$ cat src/rtl/ramp_pkg.sv
// Shared types and the rate law for the frequency ramp generator.
// Assumes rate indices are small non-negative integers.
package ramp_pkg;

    typedef enum logic [1:0] {
        RS_IDLE = 2'd0,
        RS_SPAN = 2'd1,
        RS_SLEW = 2'd2
    } ramp_state_t;

    // Step size in LSBs per tick for a (clamped) rate index: mantissa 4..7, exponent idx/4.
    function automatic logic [31:0] rate_step(input int idx);
        int mant;
        int expo;
        mant = 4 + (idx % 4);
        expo = idx / 4;
        return 32'(mant) << expo;
    endfunction

endpackage

$ cat src/rtl/ramp_rate_lut.sv
// Maps a rate index to a step size in frequency-word LSBs.
// Entries beyond NRATES-1 repeat the last valid rate (clamp).
// Assumes SW is wide enough for the largest step of the table.
module ramp_rate_lut
    import ramp_pkg::*;
#(
    parameter int IDXW   = 6,
    parameter int SW     = 16,
    parameter int NRATES = 40
) (
    input  logic            clk,
    input  logic            rst_n,
    input  logic [IDXW-1:0] sel_i,
    output logic [SW-1:0]   step_o
);

    localparam int DEPTH = 1 << IDXW;

    logic [SW-1:0] tbl [DEPTH];

    // One table entry per index, computed at elaboration.
    for (genvar g = 0; g < DEPTH; g++) begin : g_entry
        localparam int          CL  = (g < NRATES) ? g : NRATES - 1;
        localparam logic [31:0] RAW = rate_step(CL);
        assign tbl[g] = RAW[SW-1:0];
    end

    assign step_o = tbl[sel_i];

    AST_STEP_FLOOR: assert property (@(posedge clk) disable iff (!rst_n)
        step_o >= SW'(4));

endmodule

$ cat src/rtl/ramp_span_div.sv
// Sequential restoring divider giving the ramp duration in ticks:
// ceil(dividend / divisor). Takes FW cycles after load, then pulses valid_o.
// Assumes divisor_i is non-zero and fits in SW bits.
module ramp_span_div #(
    parameter int FW = 32,
    parameter int SW = 16
) (
    input  logic          clk,
    input  logic          rst_n,
    input  logic          load_i,
    input  logic [FW-1:0] dividend_i,
    input  logic [SW-1:0] divisor_i,
    output logic          valid_o,
    output logic [FW-1:0] quot_o
);

    localparam int CW = $clog2(FW + 1);

    logic [FW-1:0] quo_q;
    logic [SW-1:0] rem_q;
    logic [SW-1:0] dvs_q;
    logic [CW-1:0] cnt_q;
    logic          run_q;
    logic          valid_q;
    logic [SW:0]   trial_w;
    logic [SW-1:0] diff_w;
    logic          fit_w;

    // Partial remainder with the next dividend bit shifted in, and trial subtraction.
    always_comb begin
        trial_w = {rem_q, quo_q[FW-1]};
        fit_w   = trial_w >= {1'b0, dvs_q};
        diff_w  = trial_w[SW-1:0] - dvs_q;
    end

    // One quotient bit per cycle; valid pulses after the last bit.
    always_ff @(posedge clk) begin
        if (!rst_n) begin
            quo_q   <= '0;
            rem_q   <= '0;
            dvs_q   <= '0;
            cnt_q   <= '0;
            run_q   <= 1'b0;
            valid_q <= 1'b0;
        end else begin
            valid_q <= 1'b0;
            if (load_i) begin
                quo_q <= dividend_i;
                rem_q <= '0;
                dvs_q <= divisor_i;
                cnt_q <= '0;
                run_q <= 1'b1;
            end else if (run_q) begin
                quo_q <= {quo_q[FW-2:0], fit_w};
                rem_q <= fit_w ? diff_w : trial_w[SW-1:0];
                cnt_q <= cnt_q + 1'b1;
                if (cnt_q == CW'(FW - 1)) begin
                    run_q   <= 1'b0;
                    valid_q <= 1'b1;
                end
            end
        end
    end

    assign valid_o = valid_q;
    assign quot_o  = quo_q + {{(FW-1){1'b0}}, |rem_q};

    AST_REM_BELOW_DIVISOR: assert property (@(posedge clk) disable iff (!rst_n)
        valid_q |-> (rem_q < dvs_q));

endmodule

$ cat src/rtl/ramp_slew_acc.sv
// Output accumulator: holds the frequency word, steps it by a signed amount
// once per tick for a preset number of ticks, and forces the last tick onto
// the target so the ramp lands exactly without overshoot.
// Assumes count_i >= 1 whenever armed and that step/target/direction are held.
module ramp_slew_acc #(
    parameter int FW = 32,
    parameter int SW = 16
) (
    input  logic          clk,
    input  logic          rst_n,
    input  logic          load_i,
    input  logic [FW-1:0] load_word_i,
    input  logic          arm_i,
    input  logic [FW-1:0] count_i,
    input  logic          tick_i,
    input  logic [SW-1:0] step_i,
    input  logic          down_i,
    input  logic [FW-1:0] target_i,
    output logic [FW-1:0] freq_o,
    output logic          last_o
);

    logic [FW-1:0] freq_q;
    logic [FW-1:0] remain_q;
    logic [FW-1:0] step_x;

    assign step_x = {{(FW-SW){1'b0}}, step_i};
    assign last_o = tick_i && (remain_q == FW'(1));

    // Load, arm, step or land the frequency word.
    always_ff @(posedge clk) begin
        if (!rst_n) begin
            freq_q   <= '0;
            remain_q <= '0;
        end else if (load_i) begin
            freq_q   <= load_word_i;
            remain_q <= '0;
        end else if (arm_i) begin
            remain_q <= count_i;
        end else if (last_o) begin
            freq_q   <= target_i;
            remain_q <= '0;
        end else if (tick_i && (remain_q != '0)) begin
            freq_q   <= down_i ? (freq_q - step_x) : (freq_q + step_x);
            remain_q <= remain_q - 1'b1;
        end
    end

    assign freq_o = freq_q;

    AST_NO_EARLY_LAND: assert property (@(posedge clk) disable iff (!rst_n)
        (tick_i && (remain_q > FW'(1))) |=> (freq_q != target_i));

    AST_HOLD_WITHOUT_TICK: assert property (@(posedge clk) disable iff (!rst_n)
        (!tick_i && !load_i) |=> $stable(freq_q));

endmodule

$ cat src/rtl/freq_ramp_gen.sv
// Linear frequency ramp generator, top level.
// On an accepted start it captures the words, takes the magnitude and sign of
// their difference, divides the magnitude by the selected step to get the
// duration, then steps the output once per tick until it lands on the target.
// Assumes tick_en_i is a single-cycle-per-step enable in the clk domain.
module freq_ramp_gen
    import ramp_pkg::*;
#(
    parameter int FW     = 32,
    parameter int SW     = 16,
    parameter int IDXW   = 6,
    parameter int NRATES = 40
) (
    input  logic            clk,
    input  logic            rst_n,
    input  logic            start_i,
    input  logic [FW-1:0]   start_word_i,
    input  logic [FW-1:0]   target_word_i,
    input  logic [IDXW-1:0] rate_sel_i,
    input  logic            tick_en_i,
    output logic [FW-1:0]   freq_o,
    output logic            busy_o,
    output logic            done_o
);

    ramp_state_t   st_q;
    logic [FW-1:0] tgt_q;
    logic [SW-1:0] step_q;
    logic          down_q;
    logic          done_q;

    logic [SW-1:0] step_w;
    logic          down_w;
    logic [FW-1:0] mag_w;
    logic          zero_w;
    logic          accept_w;
    logic          div_valid_w;
    logic [FW-1:0] ticks_w;
    logic          tick_w;
    logic          last_w;

    assign busy_o   = (st_q != RS_IDLE);
    assign accept_w = start_i && !busy_o;
    assign tick_w   = tick_en_i && (st_q == RS_SLEW);

    // Difference measured at the strobe: direction and magnitude.
    always_comb begin
        down_w = start_word_i > target_word_i;
        mag_w  = down_w ? (start_word_i - target_word_i)
                        : (target_word_i - start_word_i);
        zero_w = (mag_w == '0);
    end

    ramp_rate_lut #(
        .IDXW   (IDXW),
        .SW     (SW),
        .NRATES (NRATES)
    ) u_lut (
        .clk    (clk),
        .rst_n  (rst_n),
        .sel_i  (rate_sel_i),
        .step_o (step_w)
    );

    ramp_span_div #(
        .FW (FW),
        .SW (SW)
    ) u_div (
        .clk        (clk),
        .rst_n      (rst_n),
        .load_i     (accept_w && !zero_w),
        .dividend_i (mag_w),
        .divisor_i  (step_w),
        .valid_o    (div_valid_w),
        .quot_o     (ticks_w)
    );

    ramp_slew_acc #(
        .FW (FW),
        .SW (SW)
    ) u_acc (
        .clk         (clk),
        .rst_n       (rst_n),
        .load_i      (accept_w),
        .load_word_i (start_word_i),
        .arm_i       ((st_q == RS_SPAN) && div_valid_w),
        .count_i     (ticks_w),
        .tick_i      (tick_w),
        .step_i      (step_q),
        .down_i      (down_q),
        .target_i    (tgt_q),
        .freq_o      (freq_o),
        .last_o      (last_w)
    );

    // Sequence: idle -> duration computation -> stepping -> idle with done pulse.
    always_ff @(posedge clk) begin
        if (!rst_n) begin
            st_q   <= RS_IDLE;
            tgt_q  <= '0;
            step_q <= '0;
            down_q <= 1'b0;
            done_q <= 1'b0;
        end else begin
            done_q <= 1'b0;
            case (st_q)
                RS_IDLE: begin
                    if (accept_w) begin
                        tgt_q  <= target_word_i;
                        step_q <= step_w;
                        down_q <= down_w;
                        if (zero_w) begin
                            done_q <= 1'b1;
                        end else begin
                            st_q <= RS_SPAN;
                        end
                    end
                end
                RS_SPAN: begin
                    if (div_valid_w) begin
                        st_q <= RS_SLEW;
                    end
                end
                RS_SLEW: begin
                    if (last_w) begin
                        st_q   <= RS_IDLE;
                        done_q <= 1'b1;
                    end
                end
                default: st_q <= RS_IDLE;
            endcase
        end
    end

    assign done_o = done_q;

    AST_LAND_ON_TARGET: assert property (@(posedge clk) disable iff (!rst_n)
        done_o |-> (freq_o == tgt_q));

    AST_DONE_NOT_BUSY: assert property (@(posedge clk) disable iff (!rst_n)
        done_o |-> !busy_o);

    AST_ZERO_SPAN: assert property (@(posedge clk) disable iff (!rst_n)
        (start_i && !busy_o && (start_word_i == target_word_i)) |=> (done_o && !busy_o));

    AST_BUSY_START_DROPPED: assert property (@(posedge clk) disable iff (!rst_n)
        (start_i && busy_o && !last_w) |=> busy_o);

endmodule

$ cat config.mk
export PLATFORM = sky130hd
export DESIGN_NAME = freq_ramp_gen
export DESIGN_NICKNAME = d
export VERILOG_FILES = /design/src/rtl/ramp_pkg.sv /design/src/rtl/ramp_rate_lut.sv /design/src/rtl/ramp_span_div.sv /design/src/rtl/ramp_slew_acc.sv /design/src/rtl/freq_ramp_gen.sv
export SDC_FILE = /design/constraint.sdc
export NUM_CORES = 1
export LEC_CHECK = 0
export ABC_AREA = 1
export BUFFER_PORTS_ARGS = -buffer_cell sky130_fd_sc_hd__buf_2
export CAP_MARGIN = 25
export CORE_MARGIN = 1
export CORE_UTILIZATION = 58
export CTS_CLUSTER_SIZE = 25
export DETAILED_ROUTE_END_ITERATION = 8
export PLACE_DENSITY = 0.79
export SYNTH_ARGS = -nofsm -noshare
export SYNTH_HDL_FRONTEND = slang
export SYNTH_HIERARCHICAL = 1
export SYNTH_SLANG_ARGS = --single-unit
$ cat constraint.sdc
create_clock -name clk -period 3.2 [get_ports clk]
set_clock_uncertainty 0.1 [all_clocks]
set_input_delay 0 -clock clk [delete_from_list [all_inputs] [get_ports clk]]
set_output_delay 0 -clock clk [all_outputs]
set_load 0.02 [all_outputs]
==> impl_results.md <==
- Outcome: complete, but fails checks
- Failing checks: setup timing
- Reg2reg end: u_acc/freq_o[29]
- Internal power: ~5.3 mW
- RSZ-0062 raised after global routing: true
- Grt total ovfl: 0
- DRT iter0 DRCs: about 3200
- Area Growth Syn to Fin: 21.6%
- Detail Placement HPWL: around 56000 um
- Max Root-Sink Buffers: 2
- CP endpoint kind: flop
- Via/cell ratio: approximately 5.5
- Final nets: a little under 4000
- Fraction of layout cells with a size suffix above 1: between 15 and 20%
- Post-route cell area: 0.0237 sq mm
- Die area: ~0.034 sq mm
- Critical Path AT: between 3 and 4 ns
- TritonCTS clock tree: built
- Initial Util: slightly below 60%
- Placed cell areas: 0.0217 sq mm
- Std-Cell Rows: between 60 and 70
- Endpoints failing setup: 2
- Initial antenna violation count: 3
- Number of synthesized flops with an enable pin: 0
- Height of the die: about 190 um
- Fillers: 2871
- CP max FO: 15
- Core area: 0.0328 sq mm
- R2r setup slk: -0.02 ns
- DR WL/cell: 16.9 um
- Switching Fraction: 44.4%
- Slew margin rel.: roughly 37%
- IO Pins: approximately 110
- Cts bufs inserted: 17
- Clk slew on worst S/H paths: about 0.09 ns
- Post-Route WL: slightly above 70000 um
- Worst-Margin Slew: 0.947 ns
- Cells after Synth: around 3400
- Final setup margin: -0.0195 ns
- Htree depth: 4
- Reg power frac: between 20% and 30%
- NetSw: roughly 4.3 mW
- Clk root buf: clkbuf_16
- Mean area per synthesized cell: ~5.7 sq um
- First-pass GRT wire length: between 100000 and 150000 um
- VDD IR-drop max: approximately 0.47 mV
- Clock latency at the later pin of the worst-skew pair: ~0.47 ns
- Register area share after synthesis: 19.3%
- Hold Path Origin: start_word_i[13]
- Hold Crit Depth: 5
- Power Density: between 400 and 500 mW/mm^2
- Critical Path RT: ~3.4 ns
- Yosys warns: 6
- Hold Violations, Final: 0
- Critical R2R Launch: down_q
- Slew Limit Fails: 0
- Max Cap Violations: 0
- Critical path class: reg -> reg
- Hold EP: u_acc/freq_o[13]
- Flops & latches, synth: 188
- Port bufs: about 110
- Overall global routing resource usage: ~41%
- Final period utilization: 101%
- Largest net degree at the start of global routing: between 100 and 150
- Synth Flop Type: dfxtp_1
- Clock share of power: between 20 and 25%
- Crit path launch type: flop
- Syn Std Cell Area: 0.0195 sq mm
- Leak: 13.2 nW
- Vias: 23200
- Hold Path Class: in -> reg
- Reg2Reg Depth: 17
- Util after Layout: slightly above 70%
- Unique masters post-synth: 49
- Tmin final: 3.22 ns
- Post-Place Worst Slack: -0.349 ns
- Die W: roughly 190 um
- Final ANT Viol Nets: 0
- Async set-or-reset flop fraction in the synthesized netlist: 0%
- CTS sink cnt: about 190
- Combinational power share: roughly half
- Vias in the first global route: roughly 21000
- Gp weighted congestion: around 1.0
- Drt pass-1 iters: 6
- DRC violations left: 0
- F_max: approximately 310 MHz
[Yosys cell counts (all sizes together), types with 27 or more instances]
library cell	instances	area share, %
nor2	353	7.6
a21oi	202	5.5
nand2	1184	24
xor2	72	3.2
nand4	37	1.2
nor3	31	1.0
clkbuf	48	0.92
ha	119	7.6
dfxtp	188	19
o21ai	165	4.3
nand3	211	5.8
xnor2	27	1.2
buf	44	1.8
inv	627	12
[worst max path at each step]
stage / startpoint / slack (ns) / cells past startpoint / to
after floorplan: start_word_i[0] / 0.003 / 27 / u_div/cnt_q[1]
final: down_q / -0.02 / 17 / u_acc/freq_o[29]
after global placement: start_word_i[0] / -0.23 / 28 / u_div/quo_q[29]
after CTS: target_word_i[25] / 0.007 / 28 / u_div/quo_q[12]
after detailed placement: start_word_i[0] / -0.35 / 28 / u_div/quo_q[5]
after global routing: step_q[4] / -0.16 / 24 / u_acc/freq_o[28]
[cells by family (layout without fill, tap and decap cells)]
family,after synthesis,in the layout,share of synthesized area (%)
xor+xnor,99,99,4.45
flops,188,188,19.3
other cells,1,6,0.0193
buf+inv,721,1045,14.9
fa+ha+maj,123,123,8.06
simple gates,1852,1855,40.4
compound gates,445,445,12.8
[cell usage in the layout, fill, tap and decap left out, types with 6 or more instances in the layout]
| cell | netlist | layout |
|---|---|---|
| nand2_2 | 23 | 60 |
| dlygate4sd3_1 | 0 | 59 |
| dfxtp_1 | 188 | 185 |
| a21oi_2 | 15 | 31 |
| nand3b_1 | 20 | 20 |
| o21bai_1 | 10 | 10 |
| nor2_1 | 316 | 294 |
| inv_1 | 605 | 595 |
| nand3_1 | 202 | 187 |
| clkbuf_16 | 0 | 18 |
| o221ai_2 | 0 | 6 |
| xor2_1 | 72 | 70 |
| nand2_4 | 9 | 16 |
| o21a_1 | 9 | 7 |
| nand3_2 | 6 | 21 |
| inv_2 | 20 | 27 |
| xnor2_1 | 27 | 26 |
| o21ai_0 | 144 | 137 |
| nor3_2 | 5 | 9 |
| a31oi_1 | 8 | 8 |
| buf_2 | 15 | 107 |
| ha_1 | 119 | 99 |
| nand2_1 | 1151 | 1109 |
| nor2_4 | 11 | 18 |
| a21oi_1 | 187 | 170 |
| ha_4 | 0 | 15 |
| o21ai_1 | 19 | 22 |
| a22oi_1 | 7 | 7 |
| nor2_2 | 26 | 41 |
| nor3_1 | 24 | 20 |
| nand4_1 | 37 | 37 |
| buf_4 | 8 | 210 |
| a21boi_1 | 21 | 21 |
| o211ai_1 | 7 | 7 |
| o221ai_1 | 14 | 8 |
| nor4_1 | 8 | 8 |
[repair_timing]
item / 4_1_cts / 5_1_grt
hold endpoints to repair: 69 / 0
endpoints found under the setup margin: 16 / 93
buffers inserted: 0 / 2
hold buffers: 59 / 0
resized for setup: 16 / 165
cloned: 0 / 4
pin swaps: 2 / 38
[registers in the layout, indices dropped and copies added, names as in the netlist]
name            cells
u_acc/freq_o       32
u_div/cnt_q         6
u_div/valid_o       1
done_o              1
u_div/rem_q        16
u_div/dvs_q        16
u_acc/remain_q     32
st_q                2
u_div/run_q         1
tgt_q              32
down_q              1
step_q             16
u_div/quo_q        32
[power by group through the flow]
stage	clock network [mW]	logic, mW	registers, mW
after floorplan	0	2.69	2.71
after global placement	0	4.09	2.71
after detailed placement	0	4.16	2.72
after CTS	2.20	4.26	2.67
after global routing	2.29	5.09	2.70
final	2.21	4.68	2.69
[area by class of cell]
cell class	count	area, sq um	share of cell area, %
Clock inverter	15	164	0.692
Multi-Input combinational cell	2526	13600	57.2
Antenna cell	2	5.00	0.0211
Sequential cell	188	3770	15.9
Tap cell	442	553	2.34
Timing Repair Buffer	384	2840	12.0
Inverter	629	2370	10.0
Clock buffer	17	425	1.80
[worst max-delay path, cell delays in order (launching register included)]
cell	delay, ns
dfxtp_2	0.48
inv_1	0.14
buf_4	0.23
nand2_1	0.14
o21ai_0	0.12
xor2_1	0.21
inv_1	0.09
ha_2	0.39
nand2_2	0.13
nor2_4	0.15
and2_1	0.18
nand2_1	0.09
nand2_2	0.13
nand2_1	0.10
nand3_1	0.09
nand3_2	0.11
nand2_2	0.12
a21oi_2	0.05
[per-layer routing]
layer / global-route usage, % / up-vias / wire length [um]
met5: 0 / - / 11
met4: 16.3 / 2 / 2830
met3: 8.79 / 190 / 7730
met2: 61.7 / 1268 / 30000
met1: 56.0 / 10500 / 30600
li1: - / 11300 / -
[through the flow]
stage               setup TNS (ns)  total power, mW  instances  hold WS (ns)
floorplan                        0             5.40       3432        0.0384
global placement             -8.27             6.81       4104         0.176
detailed placement          -16.32             6.88       4104         0.183
CTS                              0             9.12       4195      0.000500
global route                 -1.15             10.1       4203        0.0388
finish                     -0.0294             9.57       4203        0.0186
No activity file was read; power rests on OpenSTA's default activity.
